===== src/rtl/blk_xfer_pkg.sv =====
// Shared types for the block transfer sequencer.
// Assumes: mode bit 1 selects decrement, bit 0 selects step-before.
package blk_xfer_pkg;

    typedef enum logic [1:0] {
        AM_INC_AFTER  = 2'b00,
        AM_INC_BEFORE = 2'b01,
        AM_DEC_AFTER  = 2'b10,
        AM_DEC_BEFORE = 2'b11
    } addr_mode_e;

    typedef enum logic [1:0] {
        SQ_IDLE = 2'b00,
        SQ_XFER = 2'b01,
        SQ_DONE = 2'b10
    } seq_state_e;

endpackage


===== src/rtl/bxs_popcount.sv =====
// Counts the set bits of a mask.
// Assumes: CW is wide enough to hold W.
module bxs_popcount #(
    parameter int W  = 16,
    parameter int CW = $clog2(W + 1)
) (
    input  logic [W-1:0]  vec_i,
    output logic [CW-1:0] cnt_o
);

    // Sum the mask bits as an adder chain.
    always_comb begin
        cnt_o = '0;
        for (int i = 0; i < W; i++) begin
            cnt_o = cnt_o + CW'(vec_i[i]);
        end
    end

endmodule


===== src/rtl/bxs_lowest_set.sv =====
// Priority encoder that returns the index of the lowest set bit.
// Assumes: idx_o is meaningless when found_o is low.
module bxs_lowest_set #(
    parameter int W  = 16,
    parameter int IW = $clog2(W)
) (
    input  logic [W-1:0]  vec_i,
    output logic [IW-1:0] idx_o,
    output logic          found_o
);

    // Scan from the top down so that the lowest set bit wins.
    always_comb begin
        idx_o   = '0;
        found_o = 1'b0;
        for (int i = W - 1; i >= 0; i--) begin
            if (vec_i[i]) begin
                idx_o   = IW'(i);
                found_o = 1'b1;
            end
        end
    end

endmodule


===== src/rtl/bxs_span_calc.sv =====
// Works out the first access address and the writeback base from the
// base, the selected-register count and the addressing mode.
// Assumes: WB is a power of two; arithmetic wraps modulo 2^AW.
module bxs_span_calc
    import blk_xfer_pkg::*;
#(
    parameter int AW = 32,
    parameter int CW = 5,
    parameter int WB = 4
) (
    input  logic [AW-1:0] base_i,
    input  logic [CW-1:0] cnt_i,
    input  addr_mode_e    mode_i,
    output logic [AW-1:0] first_o,
    output logic [AW-1:0] wb_o
);

    localparam int SH = $clog2(WB);

    logic [AW-1:0] span;
    logic [AW-1:0] low_end;

    // Byte span covered by the selected registers.
    always_comb span = {{(AW - CW){1'b0}}, cnt_i} << SH;

    // Lowest address touched, before the step-before/after adjustment.
    always_comb low_end = mode_i[1] ? (base_i - span) : base_i;

    // Pick the first address and the writeback value for the mode.
    always_comb begin
        unique case (mode_i)
            AM_INC_AFTER:  first_o = low_end;
            AM_INC_BEFORE: first_o = low_end + AW'(WB);
            AM_DEC_AFTER:  first_o = low_end + AW'(WB);
            default:       first_o = low_end;
        endcase
        wb_o = mode_i[1] ? (base_i - span) : (base_i + span);
    end

endmodule


===== src/rtl/blk_xfer_seq.sv =====
// Block transfer address sequencer: takes an operation on start_i when
// idle, offers one (index, address) pair per cycle on a valid/ready
// handshake in ascending index order, then pulses done_o with the
// writeback value. Assumes the consumer holds nothing between pairs.
module blk_xfer_seq
    import blk_xfer_pkg::*;
#(
    parameter int NREG   = 16,
    parameter int AW     = 32,
    parameter int WB     = 4,
    parameter int PC_IDX = NREG - 1
) (
    input  logic                    clk,
    input  logic                    rst_n,
    input  logic                    start_i,
    input  logic [NREG-1:0]         mask_i,
    input  logic [AW-1:0]           base_i,
    input  logic [1:0]              mode_i,
    input  logic                    wb_en_i,
    input  logic                    load_i,
    output logic                    busy_o,
    output logic                    xfer_valid_o,
    input  logic                    xfer_ready_i,
    output logic [$clog2(NREG)-1:0] xfer_idx_o,
    output logic [AW-1:0]           xfer_addr_o,
    output logic                    xfer_last_o,
    output logic                    done_o,
    output logic                    wb_valid_o,
    output logic [AW-1:0]           wb_addr_o,
    output logic                    pc_load_o
);

    localparam int IW = $clog2(NREG);
    localparam int CW = $clog2(NREG + 1);

    seq_state_e      state_q;
    logic [NREG-1:0] rem_q;
    logic [AW-1:0]   addr_q;
    logic [AW-1:0]   wb_addr_q;
    logic            wb_en_q;
    logic            pc_q;

    logic [CW-1:0]   sel_cnt;
    logic [AW-1:0]   first_addr;
    logic [AW-1:0]   wb_calc;
    logic [IW-1:0]   cur_idx;
    logic            cur_found;
    logic [NREG-1:0] rem_next;
    logic            accept;
    logic            fire;

    bxs_popcount #(.W(NREG), .CW(CW)) u_pop (
        .vec_i (mask_i),
        .cnt_o (sel_cnt)
    );

    bxs_span_calc #(.AW(AW), .CW(CW), .WB(WB)) u_span (
        .base_i  (base_i),
        .cnt_i   (sel_cnt),
        .mode_i  (addr_mode_e'(mode_i)),
        .first_o (first_addr),
        .wb_o    (wb_calc)
    );

    bxs_lowest_set #(.W(NREG), .IW(IW)) u_pick (
        .vec_i   (rem_q),
        .idx_o   (cur_idx),
        .found_o (cur_found)
    );

    // Start is taken only when idle; a pair fires on valid and ready.
    always_comb begin
        accept   = start_i && (state_q == SQ_IDLE);
        fire     = xfer_valid_o && xfer_ready_i;
        rem_next = rem_q & ~(NREG'(1) << cur_idx);
    end

    // Sequencer state and latched operation.
    always_ff @(posedge clk) begin
        if (!rst_n) begin
            state_q   <= SQ_IDLE;
            rem_q     <= '0;
            addr_q    <= '0;
            wb_addr_q <= '0;
            wb_en_q   <= 1'b0;
            pc_q      <= 1'b0;
        end else begin
            unique case (state_q)
                SQ_IDLE: begin
                    if (accept) begin
                        rem_q     <= mask_i;
                        addr_q    <= first_addr;
                        wb_addr_q <= wb_calc;
                        wb_en_q   <= wb_en_i && (|mask_i);
                        pc_q      <= load_i && mask_i[PC_IDX];
                        state_q   <= (|mask_i) ? SQ_XFER : SQ_DONE;
                    end
                end
                SQ_XFER: begin
                    if (fire) begin
                        rem_q  <= rem_next;
                        addr_q <= addr_q + AW'(WB);
                        if (rem_next == '0) begin
                            state_q <= SQ_DONE;
                        end
                    end
                end
                default: begin
                    state_q <= SQ_IDLE;
                end
            endcase
        end
    end

    // Output decode from state and registers.
    always_comb begin
        busy_o       = (state_q != SQ_IDLE);
        xfer_valid_o = (state_q == SQ_XFER) && cur_found;
        xfer_idx_o   = cur_idx;
        xfer_addr_o  = addr_q;
        xfer_last_o  = xfer_valid_o && (rem_next == '0);
        done_o       = (state_q == SQ_DONE);
        wb_valid_o   = done_o && wb_en_q;
        wb_addr_o    = wb_addr_q;
        pc_load_o    = done_o && pc_q;
    end

endmodule


===== config.mk =====
export PLATFORM = sky130hd
export DESIGN_NAME = blk_xfer_seq
export DESIGN_NICKNAME = d
export VERILOG_FILES = /design/src/rtl/blk_xfer_pkg.sv /design/src/rtl/bxs_popcount.sv /design/src/rtl/bxs_lowest_set.sv /design/src/rtl/bxs_span_calc.sv /design/src/rtl/blk_xfer_seq.sv
export SDC_FILE = /design/constraint.sdc
export NUM_CORES = 1
export LEC_CHECK = 0
export BUFFER_PORTS_ARGS = -buffer_cell sky130_fd_sc_hd__buf_4
export CORE_ASPECT_RATIO = 2
export CORE_MARGIN = 1.5
export CORE_UTILIZATION = 53
export DETAILED_ROUTE_END_ITERATION = 10
export PLACE_DENSITY = 0.91
export SLEW_MARGIN = 15
export SYNTH_ARGS = -nofsm -noshare
export SYNTH_HDL_FRONTEND = slang
export SYNTH_HIERARCHICAL = 1
export SYNTH_SLANG_ARGS = --single-unit
export TNS_END_PERCENT = 100

===== constraint.sdc =====
create_clock -name clk -period 8.2 [get_ports clk]
set_input_delay 2.46 -clock clk [delete_from_list [all_inputs] [get_ports clk]]
set_output_delay 2.46 -clock clk [all_outputs]
set_load 0.005 [all_outputs]

## Word-level counts from Yosys, hierarchy flattened

Cells that the tools add are included.

| storage, ports and cells | value |
|---|---|
| register bits | 84 |
| bits in latches | 0 |
| RAM bits | 0 |
| bits in read-only memories | 0 |
| input bits | 56 |
| output and inout bits | 74 |
| logic and storage cells | 98 |
| memories | 0 |

| operators by class | value |
|---|---|
| add/sub/neg operators | 19 |
| $mul | 0 |
| divide/modulo/power cells | 0 |
| magnitude comparators | 0 |
| eq/ne operators | 7 |
| shifts and indexed selects | 1 |
| multiplexer cells | 46 |
| bitwise gates (word level) | 2 |
| reduce and logical (&&, ||, !) cells | 17 |

Operators by type and width:

| operator | number |
|---|---|
| 32-bit two-way mux | 5 |
| 5-bit by 1-bit adder with 5-bit output | 14 |
| 32-bit by 3-bit adder with 32-bit output (second input constant) | 2 |
| 4-bit two-way mux | 16 |
| 32-bit one-hot mux with 2 select lines | 1 |
| 32-bit by 7-bit adder with 32-bit output | 1 |
| 16-bit two-way mux | 2 |
| 16-bit one-hot mux with 2 select lines | 1 |
| 32-bit by 7-bit subtractor with 32-bit output | 1 |
| 16-bit bitwise AND | 1 |
| 16-bit logical NOT | 1 |
| 1-bit two-way mux | 16 |
| 16-bit NOT | 1 |
| 16-bit OR reduction | 1 |
| 1-bit by 4-bit left shift with 16-bit output (first input constant) | 1 |
| 1-bit logical AND | 8 |
| 2-bit two-way mux | 4 |
| 2-bit inequality test (second input constant) | 3 |
| 3-bit AND reduction | 2 |
| 2-bit by 1-bit == test with 1-bit output (second input constant) | 2 |
| 2-bit == test (second input constant) | 2 |
| 2-bit one-hot mux with 2 select lines | 1 |
| 2-bit nonzero test | 2 |
| 1-bit by 1-bit adder with 2-bit output | 1 |
| other kinds (3) | 3 |

## Logic depth before layout (Yosys ltp)

| depth | value |
|---|---|
| depth after elaboration | 23 |
| mapped depth | 28 |
| gate-level depth less buffers | 26 |

## Cells and area by module

Netlist, hierarchy kept.

By module, submodules not included:

| module | instances | cells each | area an instance (um^2) | seq. area each (um^2) |
|---|---|---|---|---|
| blk_xfer_seq | 1 | 559 | 4302.9 | 1681.6 |
| bxs_span_calc | 1 | 394 | 2839.0 | 0.0 |
| bxs_popcount | 1 | 47 | 407.9 | 0.0 |
| bxs_lowest_set | 1 | 33 | 178.9 | 0.0 |

## Worst setup path after synthesis

No wires, ideal clock.

| path | value |
|---|---|
| path type | input port to flip-flop |
| start point | input port mask_i[0] |
| end point | register addr_q[25], in the netlist xfer_addr_o[25] |
| library setup time | 0.131 ns |
| arrival | 8.099 ns |
| required time | 8.069 ns |
| setup slack | -0.030 ns |
| stages | 25 |
| buffers on the path | 2 |
| cells stage by stage | inv_1 -> fa_1 -> fa_1 -> fa_1 -> fa_1 -> inv_1 -> ha_1 -> inv_1 -> fa_1 -> xnor2_1 -> inv_1 -> ha_1 -> buf_2 -> o211a_1 -> o21a_1 -> buf_4 -> nor4_1 -> a2bb2o_1 -> nor4_2 -> nand3_1 -> nor3_2 -> xor2_1 -> or3_1 -> o211ai_1 -> a21oi_1 |

| on the way | value |
|---|---|
| cells in the longest elaborated chain, start to end | 21 |

RTL lines:

| item | line | RTL |
|---|---|---|
| start: declaration | blk_xfer_seq.sv:16 | `input logic [NREG-1:0] mask_i,` |
| 1-bit by 1-bit adder with 2-bit output (*) | bxs_popcount.sv:15 | `cnt_o = cnt_o + CW'(vec_i[i]);` |
| 5-bit by 1-bit adder with 5-bit output (*) (14 in a row) | bxs_popcount.sv:15 |  |
| via sel_cnt[2] | blk_xfer_seq.sv:43 | `logic [CW-1:0] sel_cnt;` |
| 32-bit by 7-bit subtractor with 32-bit output (*) | bxs_span_calc.sv:27 | `always_comb low_end = mode_i[1] ? (base_i - span) : base_i;` |
| 32-bit two-way mux (*) | bxs_span_calc.sv:27 |  |
| 32-bit by 3-bit adder with 32-bit output | bxs_span_calc.sv:33, bxs_span_calc.sv:34 |  |
| 32-bit two-way mux (*) | - |  |
| via first_addr[25] | blk_xfer_seq.sv:44 | `logic [AW-1:0] first_addr;` |
| 32-bit two-way mux (*) | blk_xfer_seq.sv:90 | `if (accept) begin` |
| 32-bit one-hot mux with 2 select lines (*) | blk_xfer_seq.sv:88 | `unique case (state_q)` |
| end signal: assignment | blk_xfer_seq.sv:92 | `addr_q <= first_addr;` |
| end signal: assignment | blk_xfer_seq.sv:102 | `addr_q <= addr_q + AW'(WB);` |
| end: declaration | blk_xfer_seq.sv:38 | `logic [AW-1:0] addr_q;` |

The timed path passes the listed nets; every way through them passes the cells marked *. The select of a mux whose other input is x is not followed.
A chain may end at the register's enable or synchronous reset.

## Worst setup path after layout

| path | value |
|---|---|
| start point | input port mask_i[7] |
| end point | register addr_q[14], in the netlist xfer_addr_o[14] |

| on the way | value |
|---|---|
| cells in the longest elaborated chain, start to end | 15 |

RTL lines:

| item | line |
|---|---|
| 5-bit by 1-bit adder with 5-bit output (*) (9 in a row) | bxs_popcount.sv:15 |
| via sel_cnt[4] | blk_xfer_seq.sv:43 |
| 32-bit by 7-bit subtractor with 32-bit output (*) | bxs_span_calc.sv:27 |
| 32-bit two-way mux (*) | bxs_span_calc.sv:27 |
| 32-bit by 3-bit adder with 32-bit output | bxs_span_calc.sv:33, bxs_span_calc.sv:34 |
| 32-bit two-way mux (*) | - |
| via first_addr[14] | blk_xfer_seq.sv:44 |
| 32-bit two-way mux (*) | blk_xfer_seq.sv:90 |
| 32-bit one-hot mux with 2 select lines (*) | blk_xfer_seq.sv:88 |

Marks and branches as above.

==> results_dict.tcl <==
set metrics [dict create \
    p_sw_share_pct 42.98 \
    wl_per_cell_um 19.52 \
    ir_worst_vdd_v 0.0001751 \
    row_count 62 \
    hold_violations 0 \
    tns_ps 0 \
    synth_cell_types 90 \
    status "finished, final reports clean" \
    ys_seq_elements 84 \
    syn-num-nets 1118 \
    seq_area_um2 1683 \
    drc 0 \
    hold_ws_ps 449.6 \
    cts_buffers 9 \
    diodes 0 \
    yosysSeqAreaShare_pct 21.76 \
    cts_sinks 84 \
    cts_tree "done" \
    yosysTopAreaCellShare_pct 21.76 \
    pre_cts_ws_ps -365.3 \
    final_layout_size_suffix_gt1_share_pct 27.95 \
    fmax_mhz 123.4 \
    pwr-share-comb_pct 62.3 \
    cpMostUsedCell "fa_1" \
    min_from "pc_q" \
    critPathKind "input port to flip-flop" \
    p_per_area_nw_per_um2 246.1 \
    tightest_slew_ps 1079 \
    dp_cells 1371 \
    antenna_found_initial 0 \
    cp_max_fo 3 \
    core_um2 14270 \
    final-setup-viol-count 0 \
    p_clk_share_pct 16.4 \
    fillers 1129 \
    critPathRequiredTime_ps 8490 \
    cp_slowest_cell "fa_2" \
    fin_ws_ps 98.59 \
    dieArea_um2 15360 \
    fin_skew_ps 8.403 \
    io_buffers 129 \
    cellInternalPower_mw 1.388 \
    synth_edf_count 0 \
    syn-cell-area_um2 7729 \
    total_power_mw 2.434 \
    drtPass1Iterations 6 \
    cp.arrival_ps 8390 \
    die_w_um 88.39 \
    crit_family "adder cells" \
    clk_latency_ps 360 \
    crit_buf_inv 6 \
    finalCritPeriodShare_pct 98.80 \
    start_util_pct 54.15 \
    drv_cap 0 \
    final_common_cell "buf_4" \
    rsz0062_at_grt "yes" \
    drt-initial-drc-count 788 \
    power_switching_mw 1.046 \
    vias 8843 \
    most-common-layout-cells "222 x buf_4, 136 x nand2_1, 83 x dfxtp_1" \
    placed_cell_area_um2 9296 \
    hold_class "flip-flop to flip-flop" \
    die_h_um 173.8 \
    cts.path.max_buffers 2 \
    grt_pass1_vias 8467 \
    cts.clk_slew.worst_paths_ps 70 \
    max_slew_margin_pct 28.04 \
    synth_warnings 6 \
    r2r_slack_ps 4760 \
    post-route-min-period_ps 8101 \
    netlist_instances 1033 \
    root_buffer "clkbuf_16" \
    synthTopCellsByArea "dfxtp_1 22%, nand2_1 6.7%, xnor2_1 6.3%" \
    multiInputGateArea_um2 5788 \
    grt_pass1_wl_mm 40.92 \
    finalWirelength_mm 27.20 \
    synth_largest_area_cell "dfxtp_1" \
    synth_area_per_cell_um2 7.482 \
    antenna_left 0 \
    pwr-share-seq_pct 21.2 \
    regToRegStartpoint "rem_q[14]" \
    grt_max_degree 85 \
    crit_start "mask_i[7]" \
    drv_slew 0 \
    post-dp-hpwl_mm 18.91 \
    grt.total_usage_pct 33.94 \
    stdcell_count 1394 \
    cts-htree-levels 3 \
    ctsHoldBuffers 0 \
    setup.worst_path.end_class "flip-flop" \
    design_area_um2 9892 \
    worstSetupStartpointType "input port" \
    nets 1282 \
    synthArstFlopShare_pct 0 \
    area_growth_pct 27.99 \
    ys.flop_type "dfxtp_1" \
    io-pin-count 130 \
    post-route-util_pct 69.30 \
    crit_path_max_incr_delay_ps 570 \
    power.leakage_nw 3.963 \
    grt-ovfl-total 0 \
    viasPerCell 6.344 \
    globalplace.congestion 1.027 \
]
==> cells by family after synthesis <==
kind of cell / share of synthesized area [%]
AND/OR/NAND/NOR: 32.22
AO/OA/AOI/OAI: 23.51
buffers and inverters: 6.767
flip-flops: 21.76
XOR/XNOR: 9.066
adder cells (fa/ha/maj): 5.860
multiplexers: 0.8256
==> synth_stat cells (19+ instances only) <==
library cell	number
o21ai_1	19
nand4_1	22
nand3_1	31
and2_1	21
xor2_1	24
a21oi_1	56
xnor2_1	56
a21boi_1	42
nand2_1	137
nor2_1	61
nor2b_1	20
inv_1	50
nor3_1	27
o21ai_0	32
clkbuf_1	45
dfxtp_1	84
==> final timing paths <==
path / to / cells past startpoint
max reg2reg: state_q[0] / 10
min reg2reg: pc_q / 2
max: xfer_addr_o[14] / 26
min: pc_q / 2
==> worst reg2reg max path, delay by kind of cell (launching register included) <==
family	cells	cell delay, ps
and+or+nand+nor	6	1520
AOI/OAI and AO/OA	4	1240
DFF	1	540
==> area by class of cell <==
type | count | share of cell area (%)
multi-input combinational | 825 | 58.51
timing repair buffer | 226 | 17.30
sequential | 84 | 17.01
tap | 192 | 2.429
clock buffer | 9 | 2.277
inverter | 51 | 1.961
clock inverter | 7 | 0.5059
==> routing by layer <==
layer / share of wire, % / up-vias / GRT usage, %
met4: 8.7 / 0 / 26.82
met2: 51 / 506 / 58.52
met1: 34 / 4148 / 34.37
li1: - / 4013 / -
met3: 6.7 / 176 / 6.286
met5: 0 / - / 0
==> registers in the layout, summed over array words and instances (netlist names) <==
name         cells
rem_q           16
state_q          2
pc_q             1
xfer_addr_o     32
wb_en_q          1
wb_addr_o       32
==> power by group through the flow <==
stage	combinational [mW]	sequential, mW	clock [mW]
CTS	1.33	0.513	0.401
finish	1.52	0.517	0.400
global placement	1.25	0.521	0
floorplan	0.791	0.510	0
global route	1.62	0.522	0.416
detailed placement	1.29	0.522	0
==> what timing repair did <==
item / in CTS / in global routing
pin swaps: 3 / 22
setup buffers: 0 / 7
resized for setup: 3 / 57
setup endpoints to repair: 6 / 17
(Power assumes the default switching activity.)
